===== config.mk =====
export PLATFORM = sky130hd
export DESIGN_NAME = strap_reg_decoder
export DESIGN_NICKNAME = d
export VERILOG_FILES = /design/src/rtl/srd_pkg.sv /design/src/rtl/srd_id_cmp.sv /design/src/rtl/srd_window.sv /design/src/rtl/srd_resp.sv /design/src/rtl/strap_reg_decoder.sv
export SDC_FILE = /design/constraint.sdc
export NUM_CORES = 1
export LEC_CHECK = 0
export ABC_AREA = 1
export ABC_CLOCK_PERIOD_IN_PS = 2000
export BUFFER_PORTS_ARGS = -buffer_cell sky130_fd_sc_hd__buf_2
export CAP_MARGIN = 0
export CELL_PAD_IN_SITES_DETAIL_PLACEMENT = 0
export CELL_PAD_IN_SITES_GLOBAL_PLACEMENT = 1
export CORE_MARGIN = 1
export CORE_UTILIZATION = 23
export DETAILED_ROUTE_END_ITERATION = 10
export PLACE_DENSITY = 0.72
export REMOVE_ABC_BUFFERS = 1
export SYNTH_ARGS = -nofsm -noshare
export SYNTH_HDL_FRONTEND = slang
export SYNTH_SLANG_ARGS = --single-unit

===== constraint.sdc =====
create_clock -name clk -period 2 [get_ports clk]
set_input_delay 0.3 -clock clk [delete_from_list [all_inputs] [get_ports clk]]
set_output_delay 0.3 -clock clk [all_outputs]
set_load 0.02 [all_outputs]

===== src/rtl/srd_pkg.sv =====
package srd_pkg;
  localparam int unsigned SRD_ADDR_W = 32;
  localparam int unsigned SRD_ID_W   = 4;
  localparam int unsigned SRD_DATA_W = 8;
  localparam int unsigned SRD_GPI_W  = 5;

  typedef enum logic [1:0] {
    ACC_NONE  = 2'd0,
    ACC_READ  = 2'd1,
    ACC_WRITE = 2'd2
  } srd_acc_e;
endpackage


===== src/rtl/srd_id_cmp.sv =====
module srd_id_cmp #(
  parameter int unsigned ID_W = 4
) (
  input  logic [ID_W-1:0] cyc_id,
  input  logic [ID_W-1:0] strap_id,
  output logic            hit
);
  always_comb hit = (cyc_id == strap_id);
endmodule


===== src/rtl/srd_window.sv =====
module srd_window #(
  parameter int unsigned ADDR_W   = 32,
  parameter int unsigned ID_W     = 4,
  parameter int unsigned WIN_BITS = 16,
  parameter logic [ADDR_W-1:0] BOOT_BASE = 32'hFFBC_0000,
  parameter logic [ADDR_W-1:0] ID_STRIDE = 32'h0040_0000,
  parameter logic [ADDR_W-1:0] GPI_OFS   = 32'h0000_0100
) (
  input  logic [ADDR_W-1:0] cyc_addr,
  input  logic [ID_W-1:0]   strap_id,
  output logic              in_win,
  output logic              is_gpi
);
  localparam logic [ADDR_W-1:0] WIN_SIZE = ADDR_W'(1) << WIN_BITS;

  logic [ADDR_W-1:0] base;
  logic [ADDR_W-1:0] offset;

  always_comb begin
    base   = BOOT_BASE - (ADDR_W'(strap_id) * ID_STRIDE);
    offset = cyc_addr - base;
    in_win = (offset < WIN_SIZE);
    is_gpi = in_win && (offset == GPI_OFS);
  end
endmodule


===== src/rtl/srd_resp.sv =====
module srd_resp
  import srd_pkg::*;
#(
  parameter int unsigned DATA_W = 8,
  parameter int unsigned GPI_W  = 5
) (
  input  logic              clk,
  input  logic              rst,
  input  logic              cyc_valid,
  input  logic              id_hit,
  input  srd_acc_e          acc,
  input  logic              is_gpi,
  input  logic [GPI_W-1:0]  gpi_pins,
  output logic              rsp_valid,
  output logic [DATA_W-1:0] rsp_data,
  output logic              wr_ack,
  output logic              standby
);
  logic [DATA_W-1:0] gpi_word;

  generate
    if (DATA_W > GPI_W) begin : g_pad
      always_comb gpi_word = {{(DATA_W-GPI_W){1'b0}}, gpi_pins};
    end else begin : g_nopad
      always_comb gpi_word = gpi_pins[DATA_W-1:0];
    end
  endgenerate

  always_ff @(posedge clk) begin
    if (rst) begin
      rsp_valid <= 1'b0;
      rsp_data  <= '0;
      wr_ack    <= 1'b0;
      standby   <= 1'b1;
    end else begin
      rsp_valid <= 1'b0;
      rsp_data  <= '0;
      wr_ack    <= 1'b0;
      if (cyc_valid) begin
        standby <= ~id_hit;
        case (acc)
          ACC_READ: begin
            rsp_valid <= 1'b1;
            rsp_data  <= is_gpi ? gpi_word : '0;
          end
          ACC_WRITE: wr_ack <= 1'b1;
          default: ;
        endcase
      end
    end
  end
endmodule


===== src/rtl/strap_reg_decoder.sv =====
module strap_reg_decoder
  import srd_pkg::*;
#(
  parameter int unsigned ADDR_W   = SRD_ADDR_W,
  parameter int unsigned ID_W     = SRD_ID_W,
  parameter int unsigned DATA_W   = SRD_DATA_W,
  parameter int unsigned GPI_W    = SRD_GPI_W,
  parameter int unsigned WIN_BITS = 16,
  parameter logic [ADDR_W-1:0] BOOT_BASE = 32'hFFBC_0000,
  parameter logic [ADDR_W-1:0] ID_STRIDE = 32'h0040_0000,
  parameter logic [ADDR_W-1:0] GPI_OFS   = 32'h0000_0100
) (
  input  logic              clk,
  input  logic              rst,
  input  logic              cyc_valid,
  input  logic [ID_W-1:0]   cyc_id,
  input  logic [ADDR_W-1:0] cyc_addr,
  input  logic              cyc_we,
  input  logic [ID_W-1:0]   strap_id,
  input  logic [GPI_W-1:0]  gpi_pins,
  input  logic              wr_busy,
  output logic              rsp_valid,
  output logic [DATA_W-1:0] rsp_data,
  output logic              wr_ack,
  output logic              standby
);
  logic     id_hit;
  logic     in_win;
  logic     is_gpi;
  srd_acc_e acc;

  srd_id_cmp #(.ID_W(ID_W)) u_id (
    .cyc_id   (cyc_id),
    .strap_id (strap_id),
    .hit      (id_hit)
  );

  srd_window #(
    .ADDR_W    (ADDR_W),
    .ID_W      (ID_W),
    .WIN_BITS  (WIN_BITS),
    .BOOT_BASE (BOOT_BASE),
    .ID_STRIDE (ID_STRIDE),
    .GPI_OFS   (GPI_OFS)
  ) u_win (
    .cyc_addr (cyc_addr),
    .strap_id (strap_id),
    .in_win   (in_win),
    .is_gpi   (is_gpi)
  );

  always_comb begin
    if (!id_hit || wr_busy || !in_win) acc = ACC_NONE;
    else if (cyc_we)                   acc = ACC_WRITE;
    else                               acc = ACC_READ;
  end

  srd_resp #(.DATA_W(DATA_W), .GPI_W(GPI_W)) u_resp (
    .clk       (clk),
    .rst       (rst),
    .cyc_valid (cyc_valid),
    .id_hit    (id_hit),
    .acc       (acc),
    .is_gpi    (is_gpi),
    .gpi_pins  (gpi_pins),
    .rsp_valid (rsp_valid),
    .rsp_data  (rsp_data),
    .wr_ack    (wr_ack),
    .standby   (standby)
  );
endmodule


==> out/results.tsv, run 1 <==
metric	value	unit
fill_cells	460	
worstHoldStart	cyc_valid	
layout.nets	314	
layout_commonest_cell	buf_2	
cp-startpoint	strap_id[0]	
grt_pass1_wl	3939	µm
multi_input_area	754.5	µm²
synthArstFlopShare	0	
met2_length	1166	µm
coreArea	4000	µm²
n_antenna_cell	0	
seq_area_frac_synth	0.1678	
wl	2521	µm
cp_slowest_cell	ha_1	
p_total	652.3	µW
dr.pass1.iters	4	
crit_type	primary input to register	
dp_hpwl	2204	µm
critPathMaxFanout	5	
gp_congestion	0.7758	
setup_viol_count_final	0	
drv_cap	0	
ys_warn_count	0	
outcome	finished clean	
netSwitchingFraction	0.3279	
synthToLayoutAreaGrowth	66.05	%
slew_violations	0	
p_sw	213.9	µW
synthFlopType	dfxtp_1	
fin_hold_ws	0.2799	ns
die_area	4412	µm²
vias	1256	
grt_start_max_net_pins	6	
skew	0	ns
utilization	0.3963	
hold_viol	0	
dp.cells	299	
wl_met1	1182	µm
drc_errors	0	
fp.dieH	66.43	µm
top_level_ports	61	
wl_per_cell	8.239	µm
pre_cts_slack	-0.3894	ns
crit_family	simple AND/OR/NAND/NOR gates	
cts_tree	yes	
timing.critical_path.mode_cell	nand2_2	
die_w	66.43	µm
max_freq	507.9	MHz
syn_inst	182	
top_layer_used	met3	
clockRootBuffer	clkbuf_8	
cp_num_buf_inv	3	
power_leakage	0.9298	nW
grt_antenna_before_repair	0	
path_clk_slew	0.04	ns
drt_iter0_drc	17	
overflow	0	
synth_seq_cells	8	
worstPathCellList	buf_8 > buf_6 > nand3_2 > xor2_1 > ha_1 > nand2_2 > inv_4 > nand3_4 > nand2_2 > nand2_2 > nand2_2 > nand2_1 > nor2_1 > nand3_1 > nor2_2 > nand3_2 > nor2_1	
hold_buffers	0	
std_cell_rows	23	
grt_pass1_vias	1076	
grt_setup_unrepaired	yes	
p_int	438.4	µW
fin_tns_setup	0	ns
hold_path_class	primary input to register	
setup_ws	0.03116	ns
cp.required	2.16	ns
initial_utilization	0.2387	
power_density	411.5	nW/µm²
synth_area_per_cell	5.245	µm²
min_period	1.969	ns
cts_buffers	3	
drive_gt1_frac	0.3984	
cts_buffer_depth	2	
cts_sinks	8	
io_buffers	57	
vdd.ir_drop.worst	0.1495	mV
finalCritPeriodShare	0.9844	
dr_wl_met3	172	µm
viasPerCell	4.105	
final_cell_area	1585	µm²
synth_cell_types	19	
end_kind	register	
grt_usage	0.1132	
fin_cells	306	
clkPwrFrac	0.282	
ant_nets	0	
crit_path_max_incr_delay	0.37	ns
place_area	1370	µm²
seq_area	160.2	µm²
cp-start-kind	primary input	
clock_latency	0.22	ns
synth_edf_count	0	
htreeDepth	1	
combPwrFrac	0.470	
reg2reg_from	u_resp.standby$_SDFFE_PP1P_	
p_seq_frac	0.249	
cp.arrival	2.13	ns
layout_common_cells	buf_2 (55), nand2_1 (52), inv_1 (37)	
netlist_area	954.7	µm²
-- kinds of logic (layout without fill, tap and decap cells) --
kind of cell	after synthesis	after routing	share of synthesized area
AND/OR/NAND/NOR	115	115	0.5072
buffers and inverters	41	113	0.1730
AO/OA/AOI/OAI	8	8	0.04193
flip-flops	8	8	0.1678
adder cells (fa/ha/maj)	6	6	0.07863
XOR/XNOR	3	3	0.02753
other	1	3	0.003928
-- synth_stat cells (all sizes together) (2+ instances only) --
cell / instances / area, µm²
nor2: 26 / 102.6
a21oi: 7 / 35.03
xor2: 2 / 17.52
ha: 6 / 75.07
nor4: 4 / 25.02
inv: 37 / 138.9
nand3: 18 / 95.09
dfxtp: 8 / 160.2
buf: 3 / 22.52
nand2: 61 / 229.0
nor3: 4 / 20.02
-- power by group through the flow --
| stage | Clock [mW] | Sequential [mW] | Combinational [mW] |
|---|---|---|---|
| final | 0.184 | 0.162 | 0.306 |
| after global routing | 0.201 | 0.162 | 0.347 |
| after CTS | 0.190 | 0.162 | 0.275 |
| after detailed placement | 0 | 0.165 | 0.241 |
| after global placement | 0 | 0.165 | 0.242 |
| after floorplan | 0 | 0.166 | 0.136 |
-- state kept, by name (all words and copies together) (netlist names) --
| signal | cells |
|---|---|
| u_resp.rsp_data | 5 |
| u_resp.rsp_valid | 1 |
| u_resp.standby | 1 |
| u_resp.wr_ack | 1 |
-- tightest hold or removal path, stage by stage --
cell and delay (ns):
buf_2 0.08, nand2_1 0.04, nand2_1 0.04
-- path summary, 6_finish.rpt --
path | to | slack, ns | depth (start not counted)
max | u_resp.rsp_data[1]$_SDFF_PP0_ | 0.03 | 17
min | u_resp.standby$_SDFFE_PP1P_ | 0.28 | 3
max reg2reg | u_resp.standby$_SDFFE_PP1P_ | 1.39 | 2
min reg2reg | u_resp.standby$_SDFFE_PP1P_ | 0.47 | 2
-- timing repair --
| action | in CTS | in global routing |
|---|---|---|
| gates resized for setup | 21 | 16 |
| pin swaps | 23 | 16 |
| buffers inserted | 3 | 1 |
| setup endpoints to repair | 7 | 7 |
-- final cells by class --
class	count	area share
clock buffers	3	0.02605
multi-input cells	135	0.4759
flip-flops and latches	8	0.1010
inverters	38	0.09155
well taps	50	0.03946
repair buffers	72	0.2660
-- layer usage --
metal,vias to the layer above,track usage
met2,36,0.2054
met1,520,0.1378
met3,0,0.01897
met5,-,0
li1,700,-
met4,0,0.02394
Note: power is estimated with default switching activity, not from simulation.
==> run 2: changes to the inputs <==
--- a/config.mk
+++ b/config.mk
@@ -11,6 +11,7 @@
 export CAP_MARGIN = 0
 export CELL_PAD_IN_SITES_DETAIL_PLACEMENT = 0
 export CELL_PAD_IN_SITES_GLOBAL_PLACEMENT = 1
+export CORE_ASPECT_RATIO = 1.75
 export CORE_MARGIN = 1
 export CORE_UTILIZATION = 23
 export DETAILED_ROUTE_END_ITERATION = 10
==> constraint.sdc (replaced) <==
create_clock -name clk -period 2 [get_ports clk]
set_input_delay 0 -clock clk [delete_from_list [all_inputs] [get_ports clk]]
set_output_delay 0 -clock clk [all_outputs]
set_load 0.02 [all_outputs]
==> run 2 against run 1 <==
  * Global-route usage is 2.2 points higher
  * Power is 6.4% lower
  * Final area is 7.6% lower
  * Non-clock buffer count is 1 lower
  * Critical endpoint unchanged
==> out/results.tsv, run 2 (same netlist as run 1, synthesis figures left out) <==
metric	value	unit	change
initial_utilization	0.2422		+0.003561
layout_commonest_cell	nand2_1		
cp-startpoint	strap_id[0]		
die_w	50.70	µm	-24%
htreeDepth	1		unchanged
cts_buffer_depth	2		unchanged
largest_reg_flops	5		unchanged
crit_path_max_incr_delay	0.38	ns	about the same
wl_per_cell	9.347	µm	+13%
die_area	4422	µm²	+0.23%
p_seq_frac	0.265		+0.016
coreArea	3941	µm²	-1.5%
path_clk_slew	0.04	ns	about the same
cts_sinks	8		unchanged
grt_start_max_net_pins	7		+1
cts_tree	yes		
wl	2832	µm	+12%
power_density	416.8	nW/µm²	+1.3%
cts_buffers	3		unchanged
slew_violations	0		unchanged
std_cell_rows	30		+30%
top_level_ports	61		unchanged
cp_slowest_cell	ha_2		
vdd.ir_drop.worst	0.2264	mV	+51%
p_sw	199.5	µW	-6.7%
final_cell_area	1465	µm²	-7.6%
drt_iter0_drc	25		+8
r2r_setup_slack	0.85	ns	-0.54 ns
cts_setup_buffers	0		-3
cp-start-kind	primary input		
netSwitchingFraction	0.3267		-0.001197
crit_cells	14		-3
fp.dieH	87.23	µm	+31%
cp.arrival	1.95	ns	-0.18 ns
dr.pass1.iters	4		unchanged
utilization	0.3717		-0.02456
finalCritPeriodShare	0.8934		-0.09105
rr_endpoint	u_resp.standby$_SDFFE_PP1P_		
p_int	411.2	µW	-6.2%
combPwrFrac	0.428		-0.042
critPathMaxFanout	6		+1
cp_num_buf_inv	1		-2
crit_family	simple AND/OR/NAND/NOR gates		
ff2ff_path_depth	3		+1
place_area	1345	µm²	-1.8%
clock_latency	0.22	ns	about the same
dp_hpwl	2501	µm	+13%
synthToLayoutAreaGrowth	53.47	%	
end_kind	register		
fill_cells	502		+9.1%
clkPwrFrac	0.307		+0.025
vias	1290		+2.7%
grt_pass1_vias	1225		+14%
regMostFlops	u_resp.rsp_data		
outcome	finished clean		
reg2reg_from	u_resp.standby$_SDFFE_PP1P_		
worstPathCellList	buf_2 > ha_1 > xor2_1 > ha_2 > nand2_1 > nor2_2 > nand2_1 > nand3_1 > nand4_1 > nor2_2 > nand3_1 > nor2_2 > nand3_2 > nor2_1		
ant_nets	0		unchanged
timing.critical_path.mode_cell	nor2_2		
clockRootBuffer	clkbuf_8		
grt_pass1_wl	4588	µm	+16%
power_leakage	0.9002	nW	-3.2%
drc_errors	0		unchanged
skew	0	ns	unchanged
max_freq	559.7	MHz	+10%
hold_path_class	primary input to register		
layout.nets	313		-0.32%
critPathCapture	u_resp.rsp_data[1]$_SDFF_PP0_		
grt_antenna_before_repair	0		unchanged
cp.required	2.16	ns	about the same
gp_congestion	0.8231		+6.1%
setup_viol_count_final	0		unchanged
overflow	0		unchanged
layout_common_cells	nand2_1 (60), buf_2 (57), inv_1 (37)		
drive_gt1_frac	0.3059		-0.09256
n_antenna_cell	0		unchanged
min_period	1.787	ns	-0.1821 ns
grt_setup_unrepaired	no		
grt_usage	0.1347		+0.02154
drv_cap	0		unchanged
crit_type	primary input to register		
io_buffers	57		unchanged
viasPerCell	4.257		+3.7%
hold_viol	0		unchanged
==> run 2: cell count changes in the layout (fill, tap and decap cells not counted), sizes merged <==
| cell | previous run | this run |
|---|---|---|
| clkinv | 0 | 1 |
| dlygate4sd3 | 0 | 6 |
| buf | 72 | 65 |
| inv | 38 | 37 |
==> run 2: power by group through the flow <==
stage                     combinational, mW  clock (mW)  sequential, mW
after detailed placement              0.244           0           0.165
after floorplan                       0.136           0           0.166
after global routing                  0.296       0.207           0.162
after global placement                0.244           0           0.165
final                                 0.261       0.187           0.162
after CTS                             0.254       0.193           0.162
==> run 2: timing repair <==
action	CTS	global route
resized for setup	0	8
hold buffers	6	0
endpoints found under the hold margin	5	0
setup endpoints to repair	0	7
==> run 2: worst min-delay path: cells and delay by family <==
kind | cells | cell delay [ns]
simple gates | 1 | 0.04
buf+inv | 2 | 0.15
==> run 2: through the flow <==
stage,hold WS (ns),power (mW),worst slack (ns),cells,setup TNS [ns]
after floorplan,0.09547,0.3017,0.2811,181,0
after global placement,0.2164,0.4085,-0.05179,294,-0.2511
after detailed placement,0.2132,0.4082,-0.05964,294,-0.2657
after CTS,0.0005402,0.6093,0.1659,303,0
after global routing,0.01103,0.6648,0.004467,303,0
final,0.002494,0.6107,0.2133,303,0
==> run 2: area by class of cell <==
cell class                      instances  area, µm²  area share
Tap cell                               48      60.06     0.04099
Sequential cell                         8      160.2      0.1093
Inverter                               38      142.6     0.09735
Timing Repair Buffer                   71      405.4      0.2767
Clock buffer                            3      41.29     0.02818
Multi-Input combinational cell        135      655.6      0.4475
==> run 2: metal layers <==
layer / GRT usage / vias up / wire (µm)
met2: 0.2885 / 38 / 1674
met1: 0.1203 / 552 / 975
met4: 0.05556 / 0 / 26
met3: 0.01047 / 4 / 155
met5: 0 / - / 0
li1: - / 696 / -
==> run 2: how the worst min path moves through the flow <==
stage,startpoint,endpoint,depth (start not counted),slack (ns)
after CTS,gpi_pins[1],u_resp.rsp_data[1]$_SDFF_PP0_,3,0.0005
after global routing,gpi_pins[1],u_resp.rsp_data[1]$_SDFF_PP0_,3,0.01
final,gpi_pins[1],u_resp.rsp_data[1]$_SDFF_PP0_,3,0.002
after floorplan,rst,u_resp.standby$_SDFFE_PP1P_,2,0.1
after global placement,cyc_valid,u_resp.standby$_SDFFE_PP1P_,3,0.22
after detailed placement,cyc_valid,u_resp.standby$_SDFFE_PP1P_,3,0.21
==> run 3: changes to the inputs <==
--- a/config.mk
+++ b/config.mk
@@ -16,6 +16,7 @@
 export CORE_UTILIZATION = 23
 export DETAILED_ROUTE_END_ITERATION = 10
 export PLACE_DENSITY = 0.72
+export RECOVER_POWER = 50
 export REMOVE_ABC_BUFFERS = 1
 export SYNTH_ARGS = -nofsm -noshare
 export SYNTH_HDL_FRONTEND = slang
==> run 3 against run 2 <==
  * Non-clock buffer count unchanged
  * Wire length up 0.42%
  * Fmax fell by 0.16%
  * Power hardly changed
  * Sequential share of layout area increased by 0.066 points
  * Global-route usage is the same
  * Critical path type unchanged
  * Highest routed layer unchanged
==> out/results.tsv, run 3 (same netlist as run 1, synthesis figures left out) <==
metric	value	unit	change
outcome	finished clean		
coreArea	3941	µm²	unchanged
cp.arrival	1.95	ns	about the same
cts_buffers	3		unchanged
die_area	4422	µm²	unchanged
largest_reg_flops	5		unchanged
regMostFlops	u_resp.rsp_data		
crit_type	primary input to register		
gp_congestion	0.8231		unchanged
ant_nets	0		unchanged
skew	0	ns	unchanged
finalCritPeriodShare	0.8948		+0.001438
drt_iter0_drc	22		-12%
std_cell_rows	30		unchanged
crit_family	simple AND/OR/NAND/NOR gates		
overflow	0		unchanged
drc_errors	0		unchanged
timing.critical_path.mode_cell	nor2_2		
place_area	1345	µm²	unchanged
cts_tree	yes		
cts_setup_buffers	0		unchanged
clock_latency	0.22	ns	about the same
cts_buffer_depth	2		unchanged
grt_start_max_net_pins	7		unchanged
power_density	419.4	nW/µm²	+0.62%
path_clk_slew	0.04	ns	about the same
cts_sinks	8		unchanged
grt_pass1_vias	1225		unchanged
layout_common_cells	nand2_1 (60), buf_2 (50), inv_1 (37)		
die_w	50.70	µm	unchanged
slew_violations	0		unchanged
wl_per_cell	9.386	µm	+0.42%
min_period	1.790	ns	+0.002876 ns
grt_pass1_wl	4588	µm	unchanged
viasPerCell	4.241		-0.39%
synthToLayoutAreaGrowth	52.56	%	
crit_path_max_incr_delay	0.38	ns	about the same
cp-startpoint	strap_id[0]		
seq_area	160.2	µm²	unchanged
grt_antenna_before_repair	0		unchanged
critPathMaxFanout	6		unchanged
cp-start-kind	primary input		
reg2reg_from	u_resp.standby$_SDFFE_PP1P_		
setup_viol_count_final	0		unchanged
drv_cap	0		unchanged
grt_setup_unrepaired	no		
dp.cells	294		unchanged
fp.dieH	87.23	µm	unchanged
final_cell_area	1456	µm²	-0.60%
wl	2844	µm	+0.42%
fill_cells	505		+0.60%
fin_tns_setup	0	ns	unchanged
io_buffers	57		unchanged
top_level_ports	61		unchanged
n_antenna_cell	0		unchanged
cp_num_buf_inv	1		unchanged
worstHoldStart	gpi_pins[1]		
dp_hpwl	2501	µm	unchanged
drive_gt1_frac	0.2784		-0.02745
power_leakage	0.8692	nW	-3.4%
hold_viol	0		unchanged
fin_cells	303		unchanged
layout.nets	313		unchanged
htreeDepth	1		unchanged
end_kind	register		
cp_slowest_cell	ha_2		
clockRootBuffer	clkbuf_8		
initial_utilization	0.2422		unchanged
vdd.ir_drop.worst	0.2266	mV	about the same
cp.required	2.16	ns	about the same
grt_usage	0.1347		unchanged
hold_path_class	primary input to register		
fin_hold_ws	0.002410	ns	-0.00008363 ns
dr.pass1.iters	4		unchanged
layout_commonest_cell	nand2_1		
worstPathCellList	buf_2 > ha_1 > xor2_1 > ha_2 > nand2_1 > nor2_2 > nand2_1 > nand3_1 > nand4_1 > nor2_2 > nand3_1 > nor2_2 > nand3_2 > nor2_1		
max_freq	558.8	MHz	-0.16%
vias	1285		-0.39%
multi_input_area	655.6	µm²	unchanged
run 3: path summary, 6_finish.rpt:
check / slack (ns) / to / cells after the start
max: 0.21 / u_resp.rsp_data[1]$_SDFF_PP0_ / 14
min: 0.002 / u_resp.rsp_data[1]$_SDFF_PP0_ / 3
max reg2reg: 0.85 / u_resp.standby$_SDFFE_PP1P_ / 3
min reg2reg: 1.00 / u_resp.standby$_SDFFE_PP1P_ / 3
run 3: cell type report:
cell class / count / area share
multi-input combinational: 135 / 0.4502
timing repair buffer: 71 / 0.2723
sequential: 8 / 0.1100
inverter: 38 / 0.09794
tap: 48 / 0.04124
clock buffer: 3 / 0.02835
run 3: timing repair:
item | in CTS | in global routing
hold buffers | 6 | 0
hold endpoints to repair | 5 | 0
endpoints found under the setup margin | 0 | 7
resized for setup | 0 | 8
run 3: worst reg2reg max path: cells and delay by family, from the launching register on:
family | cells | cell delay [ns]
buffers and inverters | 1 | 0.55
AO/OA/AOI/OAI | 1 | 0.13
AND/OR/NAND/NOR | 1 | 0.06
flip-flops | 1 | 0.30
run 3: metrics by stage:
| stage | worst slack, ns | power [mW] | utilization |
|---|---|---|---|
| finish | 0.2104 | 0.6108 | 0.3695 |
| global route | 0.004467 | 0.6648 | 0.3695 |
| CTS | 0.1659 | 0.6093 | 0.3670 |
| detailed placement | -0.05964 | 0.4082 | 0.3413 |
| global placement | -0.05179 | 0.4085 | 0.3413 |
| floorplan | 0.2811 | 0.3017 | - |
run 3: layer usage:
layer / routed length (µm) / track usage / up-vias / share of wire
li1: - / - / 696 / -
met1: 980 / 0.1203 / 551 / 0.34
met2: 1701 / 0.2885 / 36 / 0.60
met3: 155 / 0.01047 / 2 / 0.055
met4: 8 / 0.05556 / 0 / 0.0028
met5: 0 / 0 / - / 0
run 3: report_power, final:
part           switching [mW]  internal (mW)  leakage (nW)  total (mW)
Sequential           0.000462          0.162        0.0646       0.162
Combinational           0.142          0.120         0.783       0.261
Clock                  0.0576          0.130        0.0216       0.187
